`src/rtl/gpio_ovr_pkg.sv`:
```
package gpio_ovr_pkg;
  localparam int REG_OUT    = 0;
  localparam int REG_OUTSET = 1;
  localparam int REG_OUTCLR = 2;
  localparam int REG_IN     = 3;
  localparam int REG_DIR    = 4;
  localparam int REG_DIRSET = 5;
  localparam int REG_DIRCLR = 6;
  localparam int REG_CFG0   = 32;

  typedef enum logic [1:0] {
    CTL_RELEASE  = 2'b00,
    CTL_KEEP     = 2'b01,
    CTL_TAKE_OFF = 2'b10,
    CTL_TAKE_ON  = 2'b11
  } ctl_code_e;
endpackage

```
`src/rtl/gpio_ovr_regs.sv`:
```
module gpio_ovr_regs
  import gpio_ovr_pkg::*;
#(
  parameter int NPINS  = 32,
  parameter int ADDR_W = 6,
  parameter int DW     = 32
) (
  input  logic              clk,
  input  logic              rst_n,
  input  logic              bus_we,
  input  logic [ADDR_W-1:0] bus_addr,
  input  logic [DW-1:0]     bus_wdata,
  output logic [DW-1:0]     bus_rdata,
  input  logic [NPINS-1:0]  in_val,
  output logic [NPINS-1:0]  out_q,
  output logic [NPINS-1:0]  dir_q,
  output logic [NPINS-1:0]  indis_q
);
  localparam int PW = $clog2(NPINS);

  logic [NPINS-1:0]  out_d, dir_d, indis_d, wmask;
  logic [ADDR_W-1:0] cfg_off;
  logic [PW-1:0]     pin_idx;
  logic              is_cfg;

  assign wmask   = bus_wdata[NPINS-1:0];
  assign cfg_off = bus_addr - ADDR_W'(REG_CFG0);
  assign is_cfg  = (bus_addr >= ADDR_W'(REG_CFG0)) && (cfg_off < ADDR_W'(NPINS));
  assign pin_idx = cfg_off[PW-1:0];
  wire unused_cfg_hi = ^cfg_off[ADDR_W-1:PW];

  always_comb begin
    out_d   = out_q;
    dir_d   = dir_q;
    indis_d = indis_q;
    if (is_cfg) begin
      dir_d[pin_idx]   = bus_wdata[0];
      indis_d[pin_idx] = bus_wdata[1];
    end else begin
      case (bus_addr)
        ADDR_W'(REG_OUT):    out_d = wmask;
        ADDR_W'(REG_OUTSET): out_d = out_q | wmask;
        ADDR_W'(REG_OUTCLR): out_d = out_q & ~wmask;
        ADDR_W'(REG_DIR):    dir_d = wmask;
        ADDR_W'(REG_DIRSET): dir_d = dir_q | wmask;
        ADDR_W'(REG_DIRCLR): dir_d = dir_q & ~wmask;
        default: ;
      endcase
    end
  end

  always_ff @(posedge clk or negedge rst_n) begin
    if (!rst_n) begin
      out_q   <= '0;
      dir_q   <= '0;
      indis_q <= '1;
    end else if (bus_we) begin
      out_q   <= out_d;
      dir_q   <= dir_d;
      indis_q <= indis_d;
    end
  end

  always_comb begin
    bus_rdata = '0;
    if (is_cfg) begin
      bus_rdata[1:0] = {indis_q[pin_idx], dir_q[pin_idx]};
    end else begin
      case (bus_addr)
        ADDR_W'(REG_OUT), ADDR_W'(REG_OUTSET): bus_rdata[NPINS-1:0] = out_q;
        ADDR_W'(REG_DIR), ADDR_W'(REG_DIRSET): bus_rdata[NPINS-1:0] = dir_q;
        ADDR_W'(REG_IN):                       bus_rdata[NPINS-1:0] = in_val;
        default: ;
      endcase
    end
  end

  assert_outset_R2: assert property (@(posedge clk) disable iff (!rst_n)
    bus_we && bus_addr == ADDR_W'(REG_OUTSET)
    |=> (out_q & $past(wmask)) == $past(wmask));
  assert_outclr_R2: assert property (@(posedge clk) disable iff (!rst_n)
    bus_we && bus_addr == ADDR_W'(REG_OUTCLR)
    |=> (out_q & $past(wmask)) == '0);
  assert_dirclr_R3: assert property (@(posedge clk) disable iff (!rst_n)
    bus_we && bus_addr == ADDR_W'(REG_DIRCLR)
    |=> (dir_q & $past(wmask)) == '0);
  assert_cfg_dir_R4: assert property (@(posedge clk) disable iff (!rst_n)
    bus_we && is_cfg |=> dir_q[$past(pin_idx)] == $past(bus_wdata[0]));
endmodule

```
`src/rtl/gpio_ovr_owner.sv`:
```
module gpio_ovr_owner
  import gpio_ovr_pkg::*;
#(
  parameter int NPINS = 32,
  localparam int PW = $clog2(NPINS)
) (
  input  logic             clk,
  input  logic             rst_n,
  input  logic             req_vld,
  input  logic [PW-1:0]    req_pin,
  input  logic [1:0]       req_out_ctl,
  input  logic [1:0]       req_dir_ctl,
  input  logic [1:0]       req_in_ctl,
  output logic [NPINS-1:0] out_own,
  output logic [NPINS-1:0] dir_own,
  output logic [NPINS-1:0] dir_set,
  output logic [NPINS-1:0] in_own,
  output logic [NPINS-1:0] in_conn
);
  logic [NPINS-1:0] out_own_d, dir_own_d, dir_set_d, in_own_d, in_conn_d;

  always_comb begin
    out_own_d = out_own;
    dir_own_d = dir_own;
    dir_set_d = dir_set;
    in_own_d  = in_own;
    in_conn_d = in_conn;
    case (req_out_ctl)
      CTL_RELEASE: out_own_d[req_pin] = 1'b0;
      CTL_KEEP:    ;
      default:     out_own_d[req_pin] = 1'b1;
    endcase
    if (req_dir_ctl != CTL_KEEP) begin
      dir_own_d[req_pin] = req_dir_ctl[1];
      dir_set_d[req_pin] = (req_dir_ctl == CTL_TAKE_ON);
    end
    if (req_in_ctl != CTL_KEEP) begin
      in_own_d[req_pin]  = req_in_ctl[1];
      in_conn_d[req_pin] = (req_in_ctl == CTL_TAKE_ON);
    end
  end

  always_ff @(posedge clk or negedge rst_n) begin
    if (!rst_n) begin
      out_own <= '0;
      dir_own <= '0;
      dir_set <= '0;
      in_own  <= '0;
      in_conn <= '0;
    end else if (req_vld) begin
      out_own <= out_own_d;
      dir_own <= dir_own_d;
      dir_set <= dir_set_d;
      in_own  <= in_own_d;
      in_conn <= in_conn_d;
    end
  end

  assert_in_take_on_R8: assert property (@(posedge clk) disable iff (!rst_n)
    req_vld && req_in_ctl == CTL_TAKE_ON
    |=> in_own[$past(req_pin)] && in_conn[$past(req_pin)]);
  assert_dir_release_R8: assert property (@(posedge clk) disable iff (!rst_n)
    req_vld && req_dir_ctl == CTL_RELEASE |=> !dir_own[$past(req_pin)]);
  assert_keep_R8: assert property (@(posedge clk) disable iff (!rst_n)
    req_vld && req_out_ctl == CTL_KEEP && req_dir_ctl == CTL_KEEP && req_in_ctl == CTL_KEEP
    |=> $stable(out_own) && $stable(dir_own) && $stable(in_own));
endmodule

```
`src/rtl/gpio_ovr_pinmux.sv`:
```
module gpio_ovr_pinmux #(
  parameter int NPINS = 32
) (
  input  logic [NPINS-1:0] out_q,
  input  logic [NPINS-1:0] dir_q,
  input  logic [NPINS-1:0] indis_q,
  input  logic [NPINS-1:0] out_own,
  input  logic [NPINS-1:0] dir_own,
  input  logic [NPINS-1:0] dir_set,
  input  logic [NPINS-1:0] in_own,
  input  logic [NPINS-1:0] in_conn,
  input  logic [NPINS-1:0] peri_out,
  input  logic [NPINS-1:0] ext_drv,
  input  logic [NPINS-1:0] ext_lvl,
  output logic [NPINS-1:0] pad_out,
  output logic [NPINS-1:0] pad_oe,
  output logic [NPINS-1:0] pin_lvl,
  output logic [NPINS-1:0] in_en,
  output logic [NPINS-1:0] clash
);
  for (genvar n = 0; n < NPINS; n++) begin : g_pin
    logic dir_eff, out_eff;
    assign dir_eff    = dir_own[n] ? dir_set[n]  : dir_q[n];
    assign out_eff    = out_own[n] ? peri_out[n] : out_q[n];
    assign pad_oe[n]  = dir_eff;
    assign pad_out[n] = dir_eff & out_eff;
    assign in_en[n]   = in_own[n] ? in_conn[n] : ~indis_q[n];
    assign pin_lvl[n] = dir_eff ? out_eff : (ext_drv[n] & ext_lvl[n]);
    assign clash[n]   = dir_eff & ext_drv[n];
  end
endmodule

```
`src/rtl/gpio_ovr_sample.sv`:
```
module gpio_ovr_sample #(
  parameter int NPINS = 32
) (
  input  logic             clk,
  input  logic             rst_n,
  input  logic [NPINS-1:0] pin_lvl,
  input  logic [NPINS-1:0] in_en,
  input  logic [NPINS-1:0] clash,
  output logic [NPINS-1:0] in_q,
  output logic [NPINS-1:0] in_chg,
  output logic [NPINS-1:0] ext_conflict
);
  logic [NPINS-1:0] in_d, chg_d;

  always_comb begin
    in_d  = pin_lvl & in_en;
    chg_d = in_d ^ in_q;
  end

  always_ff @(posedge clk or negedge rst_n) begin
    if (!rst_n) begin
      in_q         <= '0;
      in_chg       <= '0;
      ext_conflict <= '0;
    end else begin
      in_q         <= in_d;
      in_chg       <= chg_d;
      ext_conflict <= clash;
    end
  end

  assert_in_masked_R7: assert property (@(posedge clk) disable iff (!rst_n)
    1'b1 |=> (in_q & ~$past(in_en)) == '0);
  assert_chg_pulse_R12: assert property (@(posedge clk) disable iff (!rst_n)
    1'b1 |=> in_chg == (in_q ^ $past(in_q)));
  assert_conflict_R9: assert property (@(posedge clk) disable iff (!rst_n)
    1'b1 |=> (ext_conflict & ~$past(pad_drive_check(clash))) == '0);

  function automatic logic [NPINS-1:0] pad_drive_check(input logic [NPINS-1:0] v);
    return v;
  endfunction
endmodule

```
`src/rtl/gpio_ovr_port.sv`:
```
module gpio_ovr_port #(
  parameter int NPINS  = 32,
  parameter int ADDR_W = 6,
  parameter int DW     = 32,
  localparam int PW = $clog2(NPINS)
) (
  input  logic              clk,
  input  logic              rst_n,
  input  logic              bus_we,
  input  logic [ADDR_W-1:0] bus_addr,
  input  logic [DW-1:0]     bus_wdata,
  output logic [DW-1:0]     bus_rdata,
  input  logic              req_vld,
  input  logic [PW-1:0]     req_pin,
  input  logic [1:0]        req_out_ctl,
  input  logic [1:0]        req_dir_ctl,
  input  logic [1:0]        req_in_ctl,
  input  logic [NPINS-1:0]  peri_out,
  input  logic [NPINS-1:0]  ext_drv,
  input  logic [NPINS-1:0]  ext_lvl,
  output logic [NPINS-1:0]  pad_out,
  output logic [NPINS-1:0]  pad_oe,
  output logic [NPINS-1:0]  pin_in,
  output logic [NPINS-1:0]  in_chg,
  output logic [NPINS-1:0]  ext_conflict
);
  logic [NPINS-1:0] out_q, dir_q, indis_q;
  logic [NPINS-1:0] out_own, dir_own, dir_set, in_own, in_conn;
  logic [NPINS-1:0] pin_lvl, in_en, clash;

  gpio_ovr_regs #(.NPINS(NPINS), .ADDR_W(ADDR_W), .DW(DW)) u_regs (
    .clk(clk), .rst_n(rst_n), .bus_we(bus_we), .bus_addr(bus_addr),
    .bus_wdata(bus_wdata), .bus_rdata(bus_rdata), .in_val(pin_in),
    .out_q(out_q), .dir_q(dir_q), .indis_q(indis_q)
  );

  gpio_ovr_owner #(.NPINS(NPINS)) u_owner (
    .clk(clk), .rst_n(rst_n), .req_vld(req_vld), .req_pin(req_pin),
    .req_out_ctl(req_out_ctl), .req_dir_ctl(req_dir_ctl), .req_in_ctl(req_in_ctl),
    .out_own(out_own), .dir_own(dir_own), .dir_set(dir_set),
    .in_own(in_own), .in_conn(in_conn)
  );

  gpio_ovr_pinmux #(.NPINS(NPINS)) u_pinmux (
    .out_q(out_q), .dir_q(dir_q), .indis_q(indis_q),
    .out_own(out_own), .dir_own(dir_own), .dir_set(dir_set),
    .in_own(in_own), .in_conn(in_conn), .peri_out(peri_out),
    .ext_drv(ext_drv), .ext_lvl(ext_lvl), .pad_out(pad_out), .pad_oe(pad_oe),
    .pin_lvl(pin_lvl), .in_en(in_en), .clash(clash)
  );

  gpio_ovr_sample #(.NPINS(NPINS)) u_sample (
    .clk(clk), .rst_n(rst_n), .pin_lvl(pin_lvl), .in_en(in_en), .clash(clash),
    .in_q(pin_in), .in_chg(in_chg), .ext_conflict(ext_conflict)
  );

  assert_undriven_ignored_R9: assert property (@(posedge clk) disable iff (!rst_n)
    1'b1 |=> (pin_in & $past(pad_oe) & ~$past(pad_out)) == '0);
  assert_write_next_R11: assert property (@(posedge clk) disable iff (!rst_n)
    bus_we && bus_addr == ADDR_W'(4) |=> pad_oe == ($past(bus_wdata[NPINS-1:0]) & ~dir_own
                                                    | dir_own & dir_set));
endmodule

```
`config.mk`:
```
export PLATFORM = sky130hd
export DESIGN_NAME = gpio_ovr_port
export DESIGN_NICKNAME = d
export VERILOG_FILES = /design/src/rtl/gpio_ovr_pkg.sv /design/src/rtl/gpio_ovr_regs.sv /design/src/rtl/gpio_ovr_owner.sv /design/src/rtl/gpio_ovr_pinmux.sv /design/src/rtl/gpio_ovr_sample.sv /design/src/rtl/gpio_ovr_port.sv
export SDC_FILE = /design/constraint.sdc
export NUM_CORES = 1
export LEC_CHECK = 0
export BUFFER_PORTS_ARGS = -buffer_cell sky130_fd_sc_hd__clkbuf_2
export CAP_MARGIN = 0
export CORE_AREA = 4 4 230 232
export DETAILED_ROUTE_END_ITERATION = 16
export DIE_AREA = 0 0 234 236
export GPL_TIMING_DRIVEN = 0
export HOLD_SLACK_MARGIN = 0.15
export MAX_ROUTING_LAYER = met4
export PLACE_DENSITY_LB_ADDON = 0.3
export SLEW_MARGIN = 20
export SYNTH_ARGS = -nofsm -noshare
export SYNTH_HDL_FRONTEND = slang
export SYNTH_SLANG_ARGS = --single-unit
```
`constraint.sdc`:
```
create_clock -name clk -period 1.9 [get_ports clk]
set_input_delay 0.19 -clock clk [delete_from_list [all_inputs] [get_ports clk]]
set_output_delay 0.19 -clock clk [all_outputs]
set_load 0.02 [all_outputs]
```
==> flow_summary.ini, run 1 <==
[hold_path]
min_path_type = input port to register

[logic_synthesis]
synth-compound-area-share_pct = 15.89
synth.distinct_cells = 58
synth_edf_count = 0
synthCells = 1650
seq_area_frac_synth_pct = 51.83
synth-simple-area-share_pct = 11.62
ys_seq_elements = 352
synth_xor_area_share_pct = 1.642
synthesis.nets = 1799
synthFlopType = dfrtp_1
synth.area.top_cells = dfrtp_1, mux2_2, mux2i_1
synth_top_cell_area_share_pct = 46.90
synth_top_family_by_area = compound AO/OA/AOI/OAI gates
netlist_area_sq_um = 17070
yosysTopAreaCell = dfrtp_1
synthTopCellsByCount = dfrtp_1, nor2_1, nand2_1, a21oi_1, mux2_2
ys_warn_count = 0
synthAdderAreaFrac_pct = 0.05863
synth_area_per_cell_sq_um = 10.35
synth_most_common_cell = dfrtp_1
synth.mux.area_fraction_pct = 13.61
async_flop_share_pct = 100.0

[cts]
clockBufferDepth = 3
cts.sinks = 352
cts_root_buf = clkbuf_16
clkTransAtPathRegs_ns = 0.06
clk_latency_ns = 0.57
cts_tree = yes
htree_levels = 2
cts_inserted_buffers = 42

[routing]
ant_nets = 0
first_pass_iters = 6
drc = 0
wirelength_um = 70250
via_per_inst = 5.307
wl_per_cell_um = 24.10
vias = 15470
initialDrtViolationCount = 1305

[floorplan]
fp.dieW_um = 234
core_sq_um = 50990
rows = 83
pin_count = 341
dieArea_sq_um = 55220
initial_core_util_pct = 33.48
die_h_um = 236

[timing]
rsz0062_at_grt = true
max_freq_mhz = 369.6
finalSetupViolCount = 34
hold_viol = 0
hold_slack_ns = 0.1732
relSlewSlack_pct = 23.36
worst_slew_pin_slew_ns = 1.145
fin_ws_ns = -0.8059
fin_crit_sh_pct = 142.4
min_period_ns = 2.706
drv_slew = 0
skew_ns = 0.01641

[global_route]
grt_use_met2_pct = 39.57
grt_pass1_wl_um = 102000
grt-ovfl-total = 0
grt_pass1_vias = 15750
top_usage_layer = met2
antenna_found_initial = 5
met3_usage_pct = 4.843
grt_usage_pct = 25.39
grtUsageMet1_pct = 34.74
grt_max_degree = 90

[power]
p_leak_nw = 11.21
power.density_nw_per_um2 = 1052
power_mw = 24.97
ir_worst_vdd_mv = 0.5881

[run_status]
violations = negative setup slack
status = finished, violations left

[finish]
area.growth.synth_to_final_pct = 39.01
nNetsFinal = 2347
drive_gt1_share_pct = 34.44

[placed_design]
pre_cts_ws_ns = -1.052
io_buffers = 339
dp_hpwl_um = 48490
gp_congestion = 0.9520

[flow_run]
drv_cap = 0

[setup_path]
startpoint_type = register
cp-end-kind = output pin
slowest_delay_ns = 0.57
critPathKind = register to output pin
worstPathRequired_ns = 1.71
crit_path_max_fanout = 2
slowest_stage = or4_4
cp_cell_sequence = mux2i_1, a22oi_1, a21oi_2, or4_4, o21ai_4, clkbuf_2
crit_arrival_ns = 2.52
[layout by cell type, fill, tap and decap left out, drive strengths merged, types with 3 or more instances in the layout]
cell type,instances
buf,142
a221oi,10
or2,5
a22oi,17
a211oi,3
a222oi,32
clkinv,9
clkinvlp,3
clkbuf,430
a22o,32
nand3,7
dfstp,32
dlygate4sd3,118
mux2,121
diode,5
o41ai,9
a21boi,3
dfrtp,320
nor3,15
o21ai,120
a31oi,65
xor2,32
nor2,168
and2,6
or3,3
or3b,3
inv,65
nand3b,24
nor2b,45
or4,3
nand2,146
mux2i,96
nand2b,6
a21oi,120
[cell type report]
class                           instances  area (sq um)
Timing Repair Buffer                  506          3789
Tap cell                              680         850.8
Clock buffer                           63          1304
Antenna cell                            5         12.51
Clock inverter                         13         120.1
Inverter                               66         251.5
Buffer                                122         829.5
Multi-Input combinational cell       1108          7704
Fill cell                            4818         27260
Sequential cell                       352          8872
[layer usage]
| layer | part of all wire, % | up-vias |
|---|---|---|
| met5 | 0 | - |
| met4 | 2.2 | 0 |
| met3 | 7.6 | 96 |
| met2 | 47 | 618 |
| met1 | 43 | 7794 |
| li1 | - | 6962 |
[path summary, 6_finish.rpt]
kind,from,end,slack (ns),cells past startpoint
min in group asynchronous,rst_n,u_sample.in_chg[12],0.19,2
worst max register to register,u_regs.dir_q[28],u_sample.in_chg[28],-0.03,6
max in group asynchronous,rst_n,u_regs.indis_q[29],0.47,4
worst min-delay path,peri_out[9],u_sample.in_q[9],0.17,5
worst max-delay path,u_regs.dir_q[8],bus_rdata[0],-0.81,6
worst min register to register,u_sample.in_q[8],u_sample.in_chg[8],0.50,1
[stage by stage]
stage	instance area, sq um	TNS, ns	util, %	std cells
6_report	23730	-3.652	46.54	2915
4_1_cts	23140	-2.235	45.37	2889
3_3_place_gp	19620	-2606.50	38.48	2669
3_5_place_dp	19740	-125.81	38.71	2673
2_1_floorplan	17070	0	-	1650
5_1_grt	23730	-6.391	46.54	2915
[sequential cells by signal, indices dropped and copies added (netlist names), named ones only]
name / count
u_owner.in_own: 32
u_sample.in_chg: 32
u_regs.indis_q: 32
u_owner.dir_own: 32
u_owner.in_conn: 32
u_sample.in_q: 32
u_owner.dir_set: 32
u_sample.ext_conflict: 32
u_regs.out_q: 32
u_regs.dir_q: 32
[cells by family (layout without fill, tap and decap cells)]
logic type,after synthesis,in the layout
xor+xnor,32,32
simple gates,435,435
fa+ha+maj,1,1
compound gates,423,423
flops,352,352
other cells,0,5
mux,217,217
buf+inv,190,770
[critical path: cells and delay by family, from the launching register on]
family	cells	cell delay, ns
AND/OR/NAND/NOR	1	0.57
flip-flops	1	0.44
AO/OA/AOI/OAI	3	0.62
buffers and inverters	1	0.20
multiplexers	1	0.10
[power by group]
group	internal, mW	switching, mW
registers	8.98	1.27
logic	2.79	3.64
clock network	5.00	3.29
[timing repair]
action | CTS | global route
gates cloned | 3 | 4
pin swaps | 13 | 18
resized for setup | 137 | 118
endpoints found under the setup margin | 107 | 78
hold buffers | 118 | 0
setup buffers | 19 | 20
endpoints found under the hold margin | 308 | 0
Power figures use the tool's default switching activity.
==> run 2: changes to the inputs <==
- PLACE_DENSITY: default -> 0.5
- PLACE_DENSITY_LB_ADDON: 0.3 -> default
- REMOVE_ABC_BUFFERS: default -> 1
- TNS_END_PERCENT: default -> 100
==> run 2 against run 1 <==
Net effect: the run still ends with negative setup slack left; combinational power shrank 8.1%; count of clock-buffer cells in the layout increased by 6; sequential share of layout area up 0.84 points; largest power group unchanged.
==> flow_summary.ini, run 2 (same netlist as run 1, synthesis figures left out) <==
[global_route]
grt_pass1_vias = 15000
grt-ovfl-total = 0
antenna_found_initial = 1
grt_max_degree = 89
grt_pass1_wl_um = 94420
grt_usage_pct = 23.11

[placed_design]
dpl_cell_area_sq_um = 19660
dp_hpwl_um = 43790
io_buffers = 340
gp_congestion = 0.8704

[flow_run]
drv_cap = 0

[finish]
area.growth.synth_to_final_pct = 35.95
final_common_cell = clkbuf_2
postLayoutCoreUtil_pct = 45.52
fill_cells = 4772
most-common-layout-cells = clkbuf_2, dfrtp_1, nor2_1, nand2_1, a21oi_1
nNetsFinal = 2249
antennaDiodeCount = 0
final_area_sq_um = 23210
drive_gt1_share_pct = 33.69

[floorplan]
core_sq_um = 50990
dieArea_sq_um = 55220
pin_count = 341
rows = 83
initial_core_util_pct = 33.48
fp.dieW_um = 234
die_h_um = 236

[cts]
clockBufferDepth = 3
htree_levels = 2
cts_inserted_buffers = 43
clkTransAtPathRegs_ns = 0.06
cts.sinks = 352
clk_latency_ns = 0.56
cts_tree = yes
cts_root_buf = clkbuf_16

[timing]
skew_ns = 0.01197
worst_slew_pin_slew_ns = 1.008
hold_viol = 0
max_freq_mhz = 386.0
hold_slack_ns = 0.1746
rsz0062_at_grt = true
drv_slew = 0
finalSetupViolCount = 3
fin_ws_ns = -0.6906
fin_crit_sh_pct = 136.3
relSlewSlack_pct = 32.66
min_period_ns = 2.591

[power]
power.density_nw_per_um2 = 1047
p_leak_nw = 11.03
ir_worst_vdd_mv = 0.7934
power_mw = 24.30

[run_status]
violations = negative setup slack
status = finished, violations left

[routing]
via_per_inst = 5.245
initialDrtViolationCount = 1192
ant_nets = 0
vias = 14740
first_pass_iters = 6
wirelength_um = 62960
drc = 0
wl_per_cell_um = 22.40

[setup_path]
slowest_delay_ns = 0.50
worstPathRequired_ns = 1.71
crit_arrival_ns = 2.40
critPathKind = register to output pin
r2r_end = u_sample.in_q[2]
cp-end-kind = output pin
slowest_stage = dfrtp_1
rr_startpoint = u_regs.dir_q[2]
ff2ff_path_depth = 5
cp_cell_sequence = mux2i_1, a22oi_1, a211oi_1, or4_4, o21ai_1, clkbuf_8
crit_path_max_fanout = 6
startpoint_type = register
regToRegSetupSlack_ns = 0.11

[hold_path]
min_path_type = input port to async pin
==> run 2: worst max-delay path by stage <==
stage          slack (ns)               start                         to
4_1_cts             -0.70   u_regs.indis_q[1]               bus_rdata[1]
6_report            -0.69     u_regs.dir_q[7]               bus_rdata[0]
5_1_grt             -0.74  u_regs.indis_q[26]               bus_rdata[1]
3_5_place_dp        -1.25         bus_addr[0]           u_regs.dir_q[14]
3_3_place_gp        -7.62               rst_n  u_sample.ext_conflict[19]
2_1_floorplan       -2.21             req_vld                   register
==> run 2: area by class of cell <==
| class | instances | area (sq um) | area share (%) |
|---|---|---|---|
| clock buffer | 69 | 1316 | 5.671 |
| clock inverter | 7 | 85.08 | 0.3666 |
| timing repair buffer | 529 | 4277 | 18.43 |
| multi-input combinational | 1108 | 7561 | 32.58 |
| tap | 680 | 850.8 | 3.666 |
| inverter | 66 | 247.7 | 1.067 |
| sequential | 352 | 8872 | 38.23 |
==> run 2: worst max-delay path: cells and delay by family, from the launching register on <==
kind / cells / cell delay [ns]
AO/OA/AOI/OAI: 3 / 0.56
flip-flops: 1 / 0.50
AND/OR/NAND/NOR: 1 / 0.45
buffers and inverters: 1 / 0.20
multiplexers: 1 / 0.13
==> run 2: routing by layer <==
layer	share of wire, %	track usage (%)	up-vias
li1	-	-	6750
met1	43	29.69	7394
met2	48	37.51	488
met3	5.6	4.010	112
met4	3.0	6.860	0
met5	0	-	-
==> run 2: power breakdown <==
group / leakage, nW / switching [mW] / internal (mW) / total, mW
Combinational: 5.88 / 3.45 / 2.46 / 5.91
Sequential: 4.45 / 1.17 / 8.98 / 10.2
Clock: 0.691 / 3.25 / 4.99 / 8.24
==> run 2: what timing repair did <==
| item | 4_1_cts | 5_1_grt |
|---|---|---|
| hold buffers | 118 | 0 |
| pin swaps | 14 | 25 |
| gates resized for setup | 91 | 77 |
| endpoints found under the hold margin | 274 | 0 |
| cloned | 5 | 0 |
| setup endpoints to repair | 114 | 78 |
| setup buffers | 25 | 13 |
==> run 2: metrics by stage <==
| stage | std cells | setup TNS, ns | worst slack, ns |
|---|---|---|---|
| after CTS | 2802 | -1.694 | -0.6982 |
| after global routing | 2811 | -1.989 | -0.7440 |
| after global placement | 2546 | -3516.87 | -7.617 |
| after detailed placement | 2578 | -122.47 | -1.249 |
| final | 2811 | -1.388 | -0.6906 |
| after floorplan | 1526 | -158.56 | -2.213 |
